--- src/rtl/cbc_pkg.sv ---
package cbc_pkg;

   typedef enum logic [1:0] {
      ST_STEADY   = 2'd0,
      ST_MAX_SLEW = 2'd1,
      ST_REV_SLEW = 2'd2,
      ST_EXIT     = 2'd3
   } cbc_state_e;

   function automatic logic is_active(input cbc_state_e s);
      return (s == ST_MAX_SLEW) || (s == ST_REV_SLEW);
   endfunction

endpackage

--- src/rtl/cbc_step_detect.sv ---
module cbc_step_detect #(
   parameter int DATA_W = 12
) (
   input  logic                     clk,
   input  logic                     rst,
   input  logic                     smp_vld,
   input  logic signed [DATA_W-1:0] i_load,
   input  logic signed [DATA_W-1:0] i_cap,
   input  logic        [DATA_W-1:0] thresh,
   output logic                     step_up,
   output logic                     step_dn,
   output logic                     cap_flip
);
   localparam int DW1 = DATA_W + 1;

   logic signed [DATA_W-1:0] prev_load;
   logic                     prev_neg;
   logic                     primed;
   logic signed [DW1-1:0]    delta;
   logic signed [DW1-1:0]    th_pos;
   logic signed [DW1-1:0]    th_neg;

   assign delta  = $signed({i_load[DATA_W-1], i_load}) - $signed({prev_load[DATA_W-1], prev_load});
   assign th_pos = $signed({1'b0, thresh});
   assign th_neg = -th_pos;

   assign step_up  = primed & (delta > th_pos);
   assign step_dn  = primed & (delta < th_neg);
   assign cap_flip = primed & (prev_neg ^ i_cap[DATA_W-1]);

   always_ff @(posedge clk) begin
      if (rst) begin
         primed    <= 1'b0;
         prev_load <= '0;
         prev_neg  <= 1'b0;
      end else if (smp_vld) begin
         primed    <= 1'b1;
         prev_load <= i_load;
         prev_neg  <= i_cap[DATA_W-1];
      end
   end
endmodule

--- src/rtl/cbc_charge_acc.sv ---
module cbc_charge_acc #(
   parameter int DATA_W = 12,
   parameter int ACC_W  = 24,
   parameter bit SAT_EN = 1'b1
) (
   input  logic                     clk,
   input  logic                     rst,
   input  logic                     smp_vld,
   input  logic                     clr,
   input  logic signed [DATA_W-1:0] i_cap,
   output logic signed [ACC_W-1:0]  acc
);
   localparam int AW1 = ACC_W + 1;
   localparam logic signed [AW1-1:0] MAXV = $signed({2'b00, {(ACC_W-1){1'b1}}});
   localparam logic signed [AW1-1:0] MINV = $signed({2'b11, {(ACC_W-1){1'b0}}});

   logic signed [AW1-1:0]   sum;
   logic signed [ACC_W-1:0] nxt;

   assign sum = $signed({acc[ACC_W-1], acc})
              + $signed({{(AW1-DATA_W){i_cap[DATA_W-1]}}, i_cap});

   generate
      if (SAT_EN) begin : g_sat
         always_comb begin
            if (sum > MAXV)      nxt = MAXV[ACC_W-1:0];
            else if (sum < MINV) nxt = MINV[ACC_W-1:0];
            else                 nxt = sum[ACC_W-1:0];
         end
      end else begin : g_wrap
         assign nxt = sum[ACC_W-1:0];
      end
   endgenerate

   always_ff @(posedge clk) begin
      if (rst)          acc <= '0;
      else if (smp_vld) acc <= clr ? '0 : nxt;
   end
endmodule

--- src/rtl/cbc_seq_fsm.sv ---
module cbc_seq_fsm
   import cbc_pkg::*;
#(
   parameter int DATA_W  = 12,
   parameter int ACC_W   = 24,
   parameter int MAX_CNT = 4096
) (
   input  logic                     clk,
   input  logic                     rst,
   input  logic                     smp_vld,
   input  logic                     step_up,
   input  logic                     step_dn,
   input  logic                     cap_flip,
   input  logic signed [DATA_W-1:0] i_load,
   input  logic signed [DATA_W-1:0] i_ind,
   input  logic signed [DATA_W-1:0] peak_tgt,
   input  logic signed [DATA_W-1:0] valley_tgt,
   input  logic        [ACC_W-1:0]  q_tol,
   input  logic        [DATA_W-1:0] i_tol,
   input  logic signed [ACC_W-1:0]  acc,
   output cbc_state_e               state,
   output logic                     dir_up,
   output logic                     active,
   output logic                     zc_evt
);
   localparam int CNT_W = $clog2(MAX_CNT + 1);
   localparam int AW1   = ACC_W + 1;
   localparam int DW1   = DATA_W + 1;

   logic [CNT_W-1:0]      cnt;
   logic                  zc_seen;
   logic [AW1-1:0]        acc_abs;
   logic signed [AW1-1:0] acc_ext;
   logic signed [DW1-1:0] err;
   logic [DW1-1:0]        err_abs;
   logic                  any_step;
   logic                  wd_hit;
   logic                  peak_hit;
   logic                  bal_ok;

   assign active   = is_active(state);
   assign zc_evt   = smp_vld & active & cap_flip;
   assign any_step = step_up | step_dn;
   assign wd_hit   = (cnt == CNT_W'(MAX_CNT - 1));

   assign acc_ext = $signed({acc[ACC_W-1], acc});
   assign acc_abs = acc_ext[AW1-1] ? AW1'(-acc_ext) : AW1'(acc_ext);
   assign err     = $signed({i_ind[DATA_W-1], i_ind}) - $signed({i_load[DATA_W-1], i_load});
   assign err_abs = err[DW1-1] ? DW1'(-err) : DW1'(err);

   assign peak_hit = dir_up ? (i_ind >= peak_tgt) : (i_ind <= valley_tgt);
   assign bal_ok   = zc_seen
                   && (acc_abs <= {1'b0, q_tol})
                   && (err_abs <= {1'b0, i_tol});

   always_ff @(posedge clk) begin
      if (rst) begin
         state   <= ST_STEADY;
         dir_up  <= 1'b0;
         cnt     <= '0;
         zc_seen <= 1'b0;
      end else if (smp_vld) begin
         unique case (state)
            ST_STEADY: begin
               if (any_step) begin
                  state   <= ST_MAX_SLEW;
                  dir_up  <= step_up;
                  cnt     <= '0;
                  zc_seen <= 1'b0;
               end
            end
            ST_MAX_SLEW, ST_REV_SLEW: begin
               cnt <= cnt + 1'b1;
               if (cap_flip) zc_seen <= 1'b1;
               if (wd_hit) begin
                  state <= ST_EXIT;
               end else if (any_step) begin
                  state   <= ST_MAX_SLEW;
                  dir_up  <= step_up;
                  zc_seen <= 1'b0;
               end else if (state == ST_MAX_SLEW && peak_hit) begin
                  state <= ST_REV_SLEW;
               end else if (state == ST_REV_SLEW && bal_ok) begin
                  state <= ST_EXIT;
               end
            end
            ST_EXIT: state <= ST_STEADY;
            default: state <= ST_STEADY;
         endcase
      end
   end
endmodule

--- src/rtl/cbc_transient_ctrl.sv ---
module cbc_transient_ctrl
   import cbc_pkg::*;
#(
   parameter int DATA_W  = 12,
   parameter int DUTY_W  = 10,
   parameter int ACC_W   = 24,
   parameter int MAX_CNT = 4096,
   parameter bit SAT_EN  = 1'b1
) (
   input  logic                     clk,
   input  logic                     rst,
   input  logic                     smp_vld,
   input  logic signed [DATA_W-1:0] i_load,
   input  logic signed [DATA_W-1:0] i_ind,
   input  logic signed [DATA_W-1:0] i_cap,
   input  logic        [DUTY_W-1:0] lin_duty,
   input  logic        [DATA_W-1:0] step_thresh,
   input  logic signed [DATA_W-1:0] peak_tgt,
   input  logic signed [DATA_W-1:0] valley_tgt,
   input  logic        [ACC_W-1:0]  q_tol,
   input  logic        [DATA_W-1:0] i_tol,
   output logic        [DUTY_W-1:0] duty_out,
   output logic                     override,
   output logic                     cap_zc
);
   localparam logic [DUTY_W-1:0] DUTY_FULL = {DUTY_W{1'b1}};
   localparam logic [DUTY_W-1:0] DUTY_ZERO = '0;

   generate
      if (DATA_W < 4)       begin : g_bad_data  $error("DATA_W must be at least 4");       end
      if (DUTY_W < 2)       begin : g_bad_duty  $error("DUTY_W must be at least 2");       end
      if (ACC_W <= DATA_W)  begin : g_bad_acc   $error("ACC_W must exceed DATA_W");        end
      if (MAX_CNT < 2)      begin : g_bad_cnt   $error("MAX_CNT must be at least 2");      end
   endgenerate

   logic                    step_up;
   logic                    step_dn;
   logic                    cap_flip;
   logic                    dir_up;
   logic                    active;
   logic                    zc_evt;
   logic signed [ACC_W-1:0] acc;
   cbc_state_e              state;

   cbc_step_detect #(.DATA_W(DATA_W)) u_det (
      .clk      (clk),
      .rst      (rst),
      .smp_vld  (smp_vld),
      .i_load   (i_load),
      .i_cap    (i_cap),
      .thresh   (step_thresh),
      .step_up  (step_up),
      .step_dn  (step_dn),
      .cap_flip (cap_flip)
   );

   cbc_charge_acc #(.DATA_W(DATA_W), .ACC_W(ACC_W), .SAT_EN(SAT_EN)) u_acc (
      .clk     (clk),
      .rst     (rst),
      .smp_vld (smp_vld),
      .clr     (!active),
      .i_cap   (i_cap),
      .acc     (acc)
   );

   cbc_seq_fsm #(.DATA_W(DATA_W), .ACC_W(ACC_W), .MAX_CNT(MAX_CNT)) u_fsm (
      .clk        (clk),
      .rst        (rst),
      .smp_vld    (smp_vld),
      .step_up    (step_up),
      .step_dn    (step_dn),
      .cap_flip   (cap_flip),
      .i_load     (i_load),
      .i_ind      (i_ind),
      .peak_tgt   (peak_tgt),
      .valley_tgt (valley_tgt),
      .q_tol      (q_tol),
      .i_tol      (i_tol),
      .acc        (acc),
      .state      (state),
      .dir_up     (dir_up),
      .active     (active),
      .zc_evt     (zc_evt)
   );

   always_comb begin
      unique case (state)
         ST_MAX_SLEW: duty_out = dir_up ? DUTY_FULL : DUTY_ZERO;
         ST_REV_SLEW: duty_out = dir_up ? DUTY_ZERO : DUTY_FULL;
         default:     duty_out = lin_duty;
      endcase
   end

   assign override = active;
   assign cap_zc   = zc_evt;
endmodule

--- config.mk ---
export PLATFORM = sky130hd
export DESIGN_NAME = cbc_transient_ctrl
export DESIGN_NICKNAME = d
export VERILOG_FILES = /design/src/rtl/cbc_pkg.sv /design/src/rtl/cbc_step_detect.sv /design/src/rtl/cbc_charge_acc.sv /design/src/rtl/cbc_seq_fsm.sv /design/src/rtl/cbc_transient_ctrl.sv
export SDC_FILE = /design/constraint.sdc
export NUM_CORES = 1
export LEC_CHECK = 0
export ABC_AREA = 1
export CAP_MARGIN = 20
export CORE_AREA = 2 2 164 166
export CTS_BUF_LIST = sky130_fd_sc_hd__clkbuf_8
export CTS_CLUSTER_SIZE = 20
export DETAILED_ROUTE_END_ITERATION = 8
export DIE_AREA = 0 0 166 168
export DONT_BUFFER_PORTS = 1
export PLACE_DENSITY = 0.54
export SYNTH_ARGS = -nofsm -noshare
export SYNTH_HDL_FRONTEND = slang
export SYNTH_SLANG_ARGS = --single-unit
--- constraint.sdc ---
create_clock -name clk -period 3.9 [get_ports clk]
set_clock_uncertainty 0.1 [all_clocks]
set_input_delay 0.195 -clock clk [delete_from_list [all_inputs] [get_ports clk]]
set_output_delay 0.195 -clock clk [all_outputs]
set_load 0.05 [all_outputs]
== Yosys cells after proc, flatten, opt, wreduce, memory -nomap -nowiden ==
Cells that the tools add are included.

* Add/subtract/negate cells: 7
* $mul: 0
* Divide/modulo/power cells: 0
* $lt $le $gt $ge: 8
* Equality and inequality tests: 7
* Shifts and indexed selects: 0
* Multiplexer cells: 25
* Bitwise gates (word level): 7
* Reduce and logical (&&, ||, !) cells: 11

{| class="wikitable"
|+ Operators with widths
! kind !! count
|-
| $mux W24 || 3
|-
| $mux W13 || 2
|-
| $pmux W13 S2 || 1
|-
| $sub A12 B12 Y13 || 2
|-
| $add A24 B12 Y25 || 1
|-
| $gt A25 B24 Y1 const B || 1
|-
| $le A25 B24 Y1 || 1
|-
| $lt A25 B24 Y1 const B || 1
|-
| $mux W25 || 1
|-
| $neg A24 Y25 || 1
|-
| $mux W10 || 2
|-
| $pmux W10 S2 || 1
|-
| $add A13 B1 Y13 const B || 1
|-
| $eq A13 B12 Y1 const B || 1
|-
| $gt A13 B13 Y1 || 1
|-
| $le A13 B12 Y1 || 1
|-
| $lt A13 B13 Y1 || 1
|-
| $neg A12 Y13 || 1
|-
| $neg A13 Y13 || 1
|-
| $ge A12 B12 Y1 || 1
|-
| $le A12 B12 Y1 || 1
|-
| $mux W2 || 5
|-
| $reduce_and A3 Y1 || 3
|-
| $mux W1 || 7
|-
| other kinds (15) || 24
|}

* Register bits: 55
* Latch bits: 0
* RAM bits: 0
* Memory bits (read-only): 0
* Bits of input ports: 121
* Output and inout bits: 12
* Memories: 0

== Depth between registers and ports, before layout ==
Gate-level depths: netlist of the first run.

* Depth after elaboration: 11
* Mapped depth: 31

== By module ==
From an unflattened synthesis of the first run, not the netlist that was laid out.

* Cells, all modules: 1,449
* Area total of the unflattened synthesis: 8,824.7 um2

{| class="wikitable"
|+ Modules (own cells, without submodules)
! module !! times used !! cells an instance !! area an instance (um2) !! seq. area each (um2)
|-
| cbc_seq_fsm || 1 || 693 || 4,160.2 || 340.3
|-
| cbc_charge_acc || 1 || 447 || 2,613.8 || 480.5
|-
| cbc_step_detect || 1 || 280 || 1,898.1 || 280.3
|-
| cbc_transient_ctrl || 1 || 29 || 152.6 || 0.0
|}

== Worst setup path after synthesis of the first run ==
Ideal clock, no wire load.

* Path type: input to register
* Start: input port i_ind[0]
* End: register u_fsm.state[0]
* Data arrival time: 3.318 ns
* Path slack: 0.367 ns
* Stages: 31
* Buffers on the path: 0
* Cell sequence: inv_1 > ha_1 > fa_1 > inv_1 > nand3_1 > nand2_1 > a21oi_1 > nor2_1 > nor2_1 > inv_1 > nand2_1 > nand2_1 > nand2_1 > nand2_1 > inv_1 > nand2_1 > xor2_1 > inv_1 > ha_1 > a21oi_1 > o21ai_0 > o21ai_0 > a21oi_1 > o21ai_0 > nand2_1 > a21oi_1 > nand3_1 > nand2_1 > nand3_1 > nand2_1 > nor2_1

* Word-level cells in the longest chain between the ends: 8

{| class="wikitable"
|+ RTL lines
! item !! RTL line !! text
|-
| from (decl) || cbc_transient_ctrl.sv:14 || <nowiki>input logic signed [DATA_W-1:0] i_ind,</nowiki>
|-
| $sub A12 B12 Y13 || cbc_seq_fsm.sv:48 || <nowiki>assign err = $signed({i_ind[DATA_W-1], i_ind}) - $signed({i_load[DATA_W-1], i_load});</nowiki>
|-
| $neg A13 Y13 || cbc_seq_fsm.sv:49 || <nowiki>assign err_abs = err[DW1-1] ? DW1'(-err) : DW1'(err);</nowiki>
|-
| $mux W13 || cbc_seq_fsm.sv:49 ||
|-
| $le A13 B12 Y1 || cbc_seq_fsm.sv:54 || <nowiki>&& (err_abs <= {1'b0, i_tol});</nowiki>
|-
| $logic_and A1 B1 Y1 || cbc_seq_fsm.sv:54 ||
|-
| $logic_and A1 B1 Y1 || cbc_seq_fsm.sv:83 || <nowiki>end else if (state == ST_REV_SLEW && bal_ok) begin</nowiki>
|-
| $ne A5 B1 Y1 (no line) || - ||
|-
| $reduce_and A3 Y1 (no line) || - ||
|-
| to (signal assigned) || cbc_seq_fsm.sv:58 || <nowiki>state <= ST_STEADY;</nowiki>
|-
| to (signal assigned) || cbc_seq_fsm.sv:82 || <nowiki>state <= ST_REV_SLEW;</nowiki>
|-
| to (signal assigned) || cbc_seq_fsm.sv:84 || <nowiki>state <= ST_EXIT;</nowiki>
|-
| to (decl) || cbc_seq_fsm.sv:21 || <nowiki>output cbc_state_e state,</nowiki>
|}

Several ways; a longest one is shown, not always the timed one.
A chain may end at the register's enable or synchronous reset.

== Worst setup path after layout of the first run ==
* Start: register u_det.prev_load[2]
* End: register u_fsm.cnt[4]

* Word-level cells in the longest chain between the ends: 6

{| class="wikitable"
|+ RTL lines
! item !! RTL line !! text
|-
| from (decl) || cbc_step_detect.sv:16 || <nowiki>logic signed [DATA_W-1:0] prev_load;</nowiki>
|-
| from (signal assigned) || cbc_step_detect.sv:38 || <nowiki>prev_load <= i_load;</nowiki>
|-
| $sub A12 B12 Y13 * || cbc_step_detect.sv:23 || <nowiki>assign delta = $signed({i_load[DATA_W-1], i_load}) - $signed({prev_load[DATA_W-1], prev_load});</nowiki>
|-
| $gt A13 B13 Y1 or $lt A13 B13 Y1 (tied branches) || cbc_step_detect.sv:27, cbc_step_detect.sv:28 ||
|-
| $and A1 B1 Y1, on equally long branches || cbc_step_detect.sv:27, cbc_step_detect.sv:28 ||
|-
| $or A1 B1 Y1 * || cbc_seq_fsm.sv:43 || <nowiki>assign any_step = step_up | step_dn;</nowiki>
|-
| $ne A2 B1 Y1 (no line) * || - ||
|-
| $reduce_and A3 Y1 (no line) * || - ||
|-
| to (signal assigned) || cbc_seq_fsm.sv:73 || <nowiki>cnt <= cnt + 1'b1;</nowiki>
|-
| to (decl) || cbc_seq_fsm.sv:30 || <nowiki>logic [CNT_W-1:0] cnt;</nowiki>
|}

Every way passes the cells marked *; elsewhere a longest branch is shown, timed or not.

==> impl_results.md, run 1 <==
* Height of the die at 168 microns
* Share of Yosys cell area claimed by the top area cell type at 19.59%
* Worst min path class: in -> reg
* Required time of the worst setup path at 4050 ps
* Via count of the first global-routing pass at 8615
* Data arrival time of the critical path at 3810 ps
* Seq/Total Area, Yosys at 12.23%
* Category of the critical setup timing path: reg -> reg
* Total die area at 0.02789 sq mm
* Cells taking the most area after synthesis: sky130_fd_sc_hd__ha_1 (20%), sky130_fd_sc_hd__nand2_1 (19%), sky130_fd_sc_hd__dfxtp_1 (12%)
* Starting utilization of the core area at 34.17%
* Final Net Count at 1825
* Clock network power share at 8.9%
* Initial DRC count at 497
* Standard cell core area at 0.02635 sq mm
* Highest-count cells in the layout ignoring fill and taps: sky130_fd_sc_hd__nand2_1 (455), sky130_fd_sc_hd__inv_1 (259), sky130_fd_sc_hd__ha_1 (136)
* WL per Instance at 13.50 microns
* Placed cell count at 1865
* Most common cell after layout, fill and taps aside: sky130_fd_sc_hd__nand2_1
* Post-route ant nets at 0
* CTS Root Cell: sky130_fd_sc_hd__clkbuf_8
* First-pass GRT wire length at 41.43 mm
* Number of placed I/O pins at 133
* GRT Util Overall at 17.91%
* Power density normalized to cell area at 378.9 mW/mm^2
* Final non-filler cell area at 0.01025 sq mm
* Sum of overflow across all layers after global routing at 0
* Clock latency on the worst-skew pair at 340 ps
* Area overhead of the layout relative to synthesis at 13.88%
* TritonCTS clock tree: built
* Flop2flop setup slack at 240 ps
* Worst Path Max Fanout at 7
* Final RePlAce weighted congestion at 0.8726
* Final Max Tran Viols at 0
* Final Critical Period at 3658 ps
* Worst vdd rail ir drop at 0.1875 mV
* Post-Synthesis Net Count at 1786
* Port Buf Inserts at 0
* Syn Area/Cell at 5.920 sq um
* Worst slew margin relative to its limit at 31.34%
* Netlist area before placement at 0.009005 sq mm
* RSZ-0062 raised after global routing: true
* Flop pwr share at 19.2%
* Initial antenna violation count at 0
* Startpoint kind of the worst setup timing path: register
* Leakage power total at 5.508 nW
* Tightest Pin Transition at 1026 ps
* Post-synthesis sequential element count at 55
* Total via count after detailed routing at 9215
* Async set-reset flop share out of synthesis at 0%
* Maximum capacitance violations at 0
* Detailed placer's ending HPWL at 21.57 mm
* Number of flops mapped to enable cells by yosys at 0
* Fraction of power consumed by combinational cells at 72.0%
* Main synth FF type: sky130_fd_sc_hd__dfxtp_1
* Placed cell area at 0.009500 sq mm
* Final Routed Wirelength at 25.68 mm
* Kind of end point of the critical path: register
* DRC errors left at 0
* Setup Viol. Count Final at 0
* Netlist cell types at 46
* Vias per cell at 4.845
* Power Internal at 0.001768 W
* Maximum buffer depth of the clock tree at 2
* Count of non-filler cells in the finished layout at 1902
* Depth of the CTS H-tree at 2
* Count of inserted antenna diode cells at 0
* Net switching power of the design at 0.002118 W
* Die X at 166 microns
* Number of search-and-repair iterations in the first detailed-routing pass at 5
* Proportion of layout cells with a drive suffix above 1 at 10.44%
* Std-Cell Rows at 60
* Switching Fraction at 54.50%
* Final Hold Viols at 0
* Share of the clock period used by the worst path after layout at 93.81%
* Clk sinks at 55
* Syn. warnings at 0
* Num CTS Buffers at 5
* Largest area contributor in the synthesized netlist: sky130_fd_sc_hd__ha_1
* Result of the run: completed
* Final core area utilization at 38.92%
* Largest net degree at the start of global routing at 32
* Clock slew at the register clock pins of the worst setup and hold paths at 120 ps
* Instance count of the mapped netlist at 1521
* Maximum clock frequency at 0.2733 GHz
state kept, by name (all words and copies together), names as in the netlist:
signal and cells:
u_det.primed 1, u_fsm.cnt 13, u_acc.acc 24, u_fsm.zc_seen 1, u_fsm.dir_up 1, u_det.prev_neg 1
u_fsm.state 2, u_det.prev_load 12
Yosys cell counts, types with 4 or more instances:
| cell type | count |
|---|---|
| sky130_fd_sc_hd__clkbuf_1 | 12 |
| sky130_fd_sc_hd__nor3b_1 | 6 |
| sky130_fd_sc_hd__dfxtp_1 | 55 |
| sky130_fd_sc_hd__nand2_1 | 463 |
| sky130_fd_sc_hd__xnor2_1 | 16 |
| sky130_fd_sc_hd__a21oi_2 | 17 |
| sky130_fd_sc_hd__inv_2 | 8 |
| sky130_fd_sc_hd__nor4_1 | 6 |
| sky130_fd_sc_hd__nand3_1 | 86 |
| sky130_fd_sc_hd__nand4_1 | 24 |
| sky130_fd_sc_hd__xor2_1 | 51 |
| sky130_fd_sc_hd__nor3_1 | 35 |
| sky130_fd_sc_hd__a21oi_1 | 99 |
| sky130_fd_sc_hd__o21ai_0 | 51 |
| sky130_fd_sc_hd__buf_2 | 5 |
| sky130_fd_sc_hd__a21o_1 | 7 |
| sky130_fd_sc_hd__or2_2 | 4 |
| sky130_fd_sc_hd__nand3_2 | 4 |
| sky130_fd_sc_hd__nand3b_1 | 5 |
| sky130_fd_sc_hd__nand2_2 | 7 |
| sky130_fd_sc_hd__inv_1 | 269 |
| sky130_fd_sc_hd__ha_1 | 141 |
| sky130_fd_sc_hd__nor2_1 | 110 |
worst paths after layout:
check / from / to / cells after the start
worst min register to register: u_fsm.cnt[11] / u_fsm.cnt[11] / 2
worst max register to register: u_det.prev_load[2] / u_fsm.cnt[4] / 22
worst max-delay path: u_det.prev_load[2] / u_fsm.cnt[4] / 22
worst min-delay path: smp_vld / u_fsm.state[0] / 4
stage by stage:
stage                     power (W)  setup WS [ps]  TNS (ps)  hold WS (ps)
after floorplan            0.002745          367.4         0         164.1
after global placement     0.003244         -142.1    -266.8         170.1
after detailed placement   0.003259         -162.9    -314.4         172.5
after CTS                  0.003666          4.925         0         72.47
after global routing       0.004314         -64.75    -398.2         127.7
final                      0.003885          241.6         0         115.1
what timing repair did:
action	in CTS	in global routing
hold endpoints to repair	44	0
setup buffers	0	12
resized for setup	6	91
endpoints found under the setup margin	2	17
gates cloned	0	1
hold buffers	16	0
pin swaps	0	43
metal layers:
metal	wire (microns)	vias up	GRT usage (%)
li1	-	4937	-
met1	12510	4121	23.88
met2	12040	136	31.16
met3	796	21	2.186
met4	335	0	3.554
met5	0	-	0
critical path, stage by stage, from the launching register on:
cell,delay (ps)
sky130_fd_sc_hd__dfxtp_2,340
sky130_fd_sc_hd__inv_1,50
sky130_fd_sc_hd__ha_4,230
sky130_fd_sc_hd__a21o_1,200
sky130_fd_sc_hd__a31oi_4,170
sky130_fd_sc_hd__o21ai_2,80
sky130_fd_sc_hd__a21oi_1,120
sky130_fd_sc_hd__o21ai_1,90
sky130_fd_sc_hd__a21oi_1,150
sky130_fd_sc_hd__nor2_1,60
sky130_fd_sc_hd__nor2_1,140
sky130_fd_sc_hd__xor2_1,230
sky130_fd_sc_hd__buf_4,140
sky130_fd_sc_hd__ha_1,220
sky130_fd_sc_hd__nand4_1,110
sky130_fd_sc_hd__o41ai_2,70
sky130_fd_sc_hd__nand3b_1,270
sky130_fd_sc_hd__nand3_2,170
sky130_fd_sc_hd__nand2_4,120
sky130_fd_sc_hd__o21ai_4,270
sky130_fd_sc_hd__inv_1,90
sky130_fd_sc_hd__o21ai_1,80
sky130_fd_sc_hd__nor2_1,50
power by group through the flow:
stage / Clock (W) / Combinational (W) / Sequential, W
2_1_floorplan: 0 / 0.00203 / 0.000715
3_3_place_gp: 0 / 0.00250 / 0.000748
3_5_place_dp: 0 / 0.00251 / 0.000747
4_1_cts: 0.000358 / 0.00257 / 0.000736
5_1_grt: 0.000376 / 0.00318 / 0.000759
6_report: 0.000344 / 0.00280 / 0.000744
cell families (layout without fill, tap and decap cells):
group / count (synthesis) / count (layout) / synth area share [%]
and+or+nand+nor: 759 / 759 / 35.60
buffers and inverters: 299 / 339 / 12.78
AOI/OAI and AO/OA: 197 / 197 / 12.62
adders and majority gates: 144 / 144 / 20.26
xor gates and xnor gates: 67 / 67 / 6.517
DFF: 55 / 55 / 12.23
final cells by class:
cell class	instances	area (sq um)
clock buffer	5	68.82
clock inverter	3	23.77
fill	2867	16100
inverter	279	1054
multi-input combinational	1167	7104
sequential	55	1106
tap	341	426.7
timing repair buffer	52	471.7
(Power assumes the default switching activity.)
==> inputs of run 2 (changes only) <==
--- a/config.mk
+++ b/config.mk
@@ -7,13 +7,13 @@
 export LEC_CHECK = 0
 export ABC_AREA = 1
 export CAP_MARGIN = 20
-export CORE_AREA = 2 2 164 166
-export CTS_BUF_LIST = sky130_fd_sc_hd__clkbuf_8
+export CORE_AREA = 2 2 152 95
+export CTS_BUF_LIST = sky130_fd_sc_hd__clkbuf_4 sky130_fd_sc_hd__clkbuf_8
 export CTS_CLUSTER_SIZE = 20
 export DETAILED_ROUTE_END_ITERATION = 8
-export DIE_AREA = 0 0 166 168
+export DIE_AREA = 0 0 154 97
 export DONT_BUFFER_PORTS = 1
-export PLACE_DENSITY = 0.54
+export PLACE_DENSITY = 0.89
 export SYNTH_ARGS = -nofsm -noshare
 export SYNTH_HDL_FRONTEND = slang
 export SYNTH_SLANG_ARGS = --single-unit
==> impl_results.md, run 2 (synthesis results as in run 1) <==
* Result of the run: finished, violations left
* Failing checks: negative setup slack
* Category of the critical setup timing path: reg -> reg
* Final Routed Wirelength at 28.41 mm (+11%)
* Total via count after detailed routing at 10.05k (+9.1%)
* RSZ-0062 raised after global routing: true
* Largest net degree at the start of global routing at 32 (unchanged)
* Sum of overflow across all layers after global routing at 0 (unchanged)
* Worst Path Max Fanout at 4 (-3)
* Initial antenna violation count at 0 (unchanged)
* Final worst-path setup slack at -93.97 ps (-335.6 ps)
* Clock network power share at 9.2% (+0.3 points)
* Count of inserted antenna diode cells at 0 (unchanged)
* Port Buf Inserts at 0 (unchanged)
* Final Net Count at 1830 (+0.27%)
* Endpoint with the worst hold slack: u_acc.acc[19]
* Share of the clock period used by the worst path after layout at 102.4% (+8.6 points)
* Maximum clock frequency at 0.2504 GHz (-8.4%)
* Depth of the CTS H-tree at 2 (unchanged)
* Register with the highest flop count: u_acc.acc
* Clk sinks at 55 (unchanged)
* Post-route ant nets at 0 (unchanged)
* Num CTS Buffers at 5 (unchanged)
* Switching Fraction at 55.61% (+1.1 points)
* Required time of the worst setup path at 4040 ps (about the same)
* Via count of the first global-routing pass at 8637 (+0.26%)
* Startpoint kind of the worst setup timing path: register
* Data arrival time of the critical path at 4140 ps (+330 ps)
* Height of the die at 97 microns (-42%)
* First-pass GRT wire length at 41.97 mm (+1.3%)
* Leakage power total at 5.548 nW (+0.72%)
* Maximum capacitance violations at 0 (unchanged)
* Placed cell area at 0.009308 sq mm (-2.0%)
* Proportion of layout cells with a drive suffix above 1 at 11.56% (+1.1 points)
* Clock latency on the worst-skew pair at 350 ps (about the same)
* Standard cell core area at 0.01342 sq mm (-49%)
* Number of placed I/O pins at 133 (unchanged)
* WL per Instance at 16.32 microns (+21%)
* DRC errors left at 0 (unchanged)
* Fraction of power consumed by combinational cells at 72.8% (+0.8 points)
* TritonCTS clock tree: built
* Maximum buffer depth of the clock tree at 2 (unchanged)
* R2r worst-path depth at 25 (+14%)
* Setup Viol. Count Final at 5 (+5)
* Area overhead of the layout relative to synthesis at 12.94%
* Minimum setup slack after placement at -421.0 ps (-258.1 ps)
* Power density normalized to cell area at 408.1 mW/mm^2 (+7.7%)
* Flip-flop count of the largest register, all copies and words added at 24 (unchanged)
* Tightest Pin Transition at 1023 ps (-3.507 ps)
* Worst vdd rail ir drop at 0.5569 mV (+200%)
* Clock slew at the register clock pins of the worst setup and hold paths at 130 ps (about the same)
* Worst slew margin relative to its limit at 31.58% (+0.23 points)
* Hold Path Stages at 2 (-2)
* Final RePlAce weighted congestion at 0.9686 (+11%)
* Sum Neg Setup Slack at -184.1 ps (-184.1 ps)
* Most common cell after layout, fill and taps aside: sky130_fd_sc_hd__nand2_1
* Final non-filler cell area at 0.01017 sq mm (-0.83%)
* Detailed placer's ending HPWL at 21.66 mm (+0.42%)
* Flop pwr share at 18.0% (-1.2 points)
* Source of the worst register-to-register timing path: u_acc.acc[0]
* Vias per cell at 5.773 (+19%)
* Kind of end point of the critical path: register
* Worst min-delay path startpoint: rst
* Std-Cell Rows at 33 (-45%)
* Flop2flop setup slack at -90 ps (-340 ps)
* Final Max Tran Viols at 0 (unchanged)
* Starting utilization of the core area at 67.10% (+33 points)
* GRT Util Overall at 34.12% (+16 points)
* Die X at 154 microns (-7.2%)
* Worst min path class: in -> reg
* Reg-to-Reg End: u_fsm.state[0]
* Power Internal at 0.001842 W (+4.2%)
* Total die area at 0.01494 sq mm (-46%)
* Number of search-and-repair iterations in the first detailed-routing pass at 6 (+1)
* CTS Root Cell: sky130_fd_sc_hd__clkbuf_8
* Highest-count cells in the layout ignoring fill and taps: sky130_fd_sc_hd__nand2_1 (454), sky130_fd_sc_hd__inv_1 (258), sky130_fd_sc_hd__ha_1 (132)
* Net switching power of the design at 0.002308 W (+9.0%)
* Final Hold Viols at 0 (unchanged)
* Final Critical Period at 3994 ps (+335.6 ps)
* Initial DRC count at 1157 (+130%)
* Largest registers in the final layout: u_acc.acc (24), u_fsm.cnt (13), u_det.prev_load (12)
-- run 2: cell types whose count changed in the layout (fill, tap and decap cells not counted), moves of 3 or more --
cell	change
sky130_fd_sc_hd__a21oi_1	-3
sky130_fd_sc_hd__a21oi_2	+3
sky130_fd_sc_hd__dfxtp_1	-6
sky130_fd_sc_hd__ha_1	-4
sky130_fd_sc_hd__dfxtp_2	+6
sky130_fd_sc_hd__ha_4	+3
sky130_fd_sc_hd__buf_6	+3
-- run 2: through the flow --
stage	hold WS (ps)	instances	utilization, %	total power [W]
5_1_grt	15.93	1741	75.79	0.004471
6_report	12.50	1741	75.79	0.004150
3_3_place_gp	164.5	1701	69.36	0.003188
3_5_place_dp	164.5	1701	69.36	0.003272
4_1_cts	9.978	1724	71.60	0.003689
2_1_floorplan	164.1	1521	-	0.002745
-- run 2: metal layers --
metal  routed length, microns  vias to the layer above  share of wire (%)  track usage [%]
met3                     3433                       66                 12            7.616
met5                        0                        -                  0                0
met4                      634                        0                2.2            4.889
met2                    11360                      575                 40            48.05
met1                    12990                     4471                 46            53.10
li1                         -                     4938                  -                -
-- run 2: area by class of cell --
type | instances | area [sq um]
timing repair buffer | 56 | 508.0
sequential | 55 | 1114
inverter | 279 | 1056
multi-input combinational | 1168 | 7171
clock buffer | 5 | 68.82
tap | 175 | 219.0
fill | 1048 | 3249
clock inverter | 3 | 33.78
-- run 2: worst max-delay path by stage --
stage,startpoint,endpoint,slack (ps),depth (start not counted)
floorplan,i_ind[0],u_fsm.state[0],370,31
global placement,u_acc.acc[0],u_fsm.state[0],-170,25
detailed placement,u_acc.acc[0],u_fsm.state[0],-420,25
CTS,i_load[8],u_fsm.state[0],7,26
global route,u_det.prev_load[2],u_fsm.zc_seen,-240,23
finish,u_acc.acc[0],u_fsm.state[0],-90,25
-- run 2: worst max-delay path: stages (launching register included) --
cell and delay [ps]:
sky130_fd_sc_hd__dfxtp_4 380, sky130_fd_sc_hd__inv_4 60, sky130_fd_sc_hd__ha_4 130, sky130_fd_sc_hd__inv_4 30
sky130_fd_sc_hd__nor3_4 190, sky130_fd_sc_hd__nor3b_2 200, sky130_fd_sc_hd__inv_1 90, sky130_fd_sc_hd__nor3_2 250
sky130_fd_sc_hd__nand2_2 130, sky130_fd_sc_hd__nor3_4 210, sky130_fd_sc_hd__nand2_2 120, sky130_fd_sc_hd__nand2_4 110
sky130_fd_sc_hd__o21ai_2 60, sky130_fd_sc_hd__xor2_1 170, sky130_fd_sc_hd__ha_1 330, sky130_fd_sc_hd__nand3_2 110
sky130_fd_sc_hd__inv_2 120, sky130_fd_sc_hd__nand3_1 120, sky130_fd_sc_hd__nor4_4 310, sky130_fd_sc_hd__nand3_1 140
sky130_fd_sc_hd__nand2_2 90, sky130_fd_sc_hd__nand3_2 90, sky130_fd_sc_hd__nand2_4 100, sky130_fd_sc_hd__nand3_2 80
sky130_fd_sc_hd__nand2_1 100, sky130_fd_sc_hd__nor2_1 60
-- run 2: timing repair --
action,in CTS,in global routing
gates cloned,0,2
pin swaps,0,39
setup endpoints to repair,2,29
hold buffers,15,0
hold endpoints to repair,44,0
gates resized for setup,8,112
buffers inserted,0,15
-- run 2: power by group through the flow --
stage                     Sequential [W]  Clock [W]  Combinational (W)
after floorplan                 0.000715          0            0.00203
after global placement          0.000742          0            0.00245
after detailed placement        0.000747          0            0.00253
after CTS                       0.000735   0.000370            0.00258
after global routing            0.000758   0.000395            0.00332
final                           0.000747   0.000380            0.00302
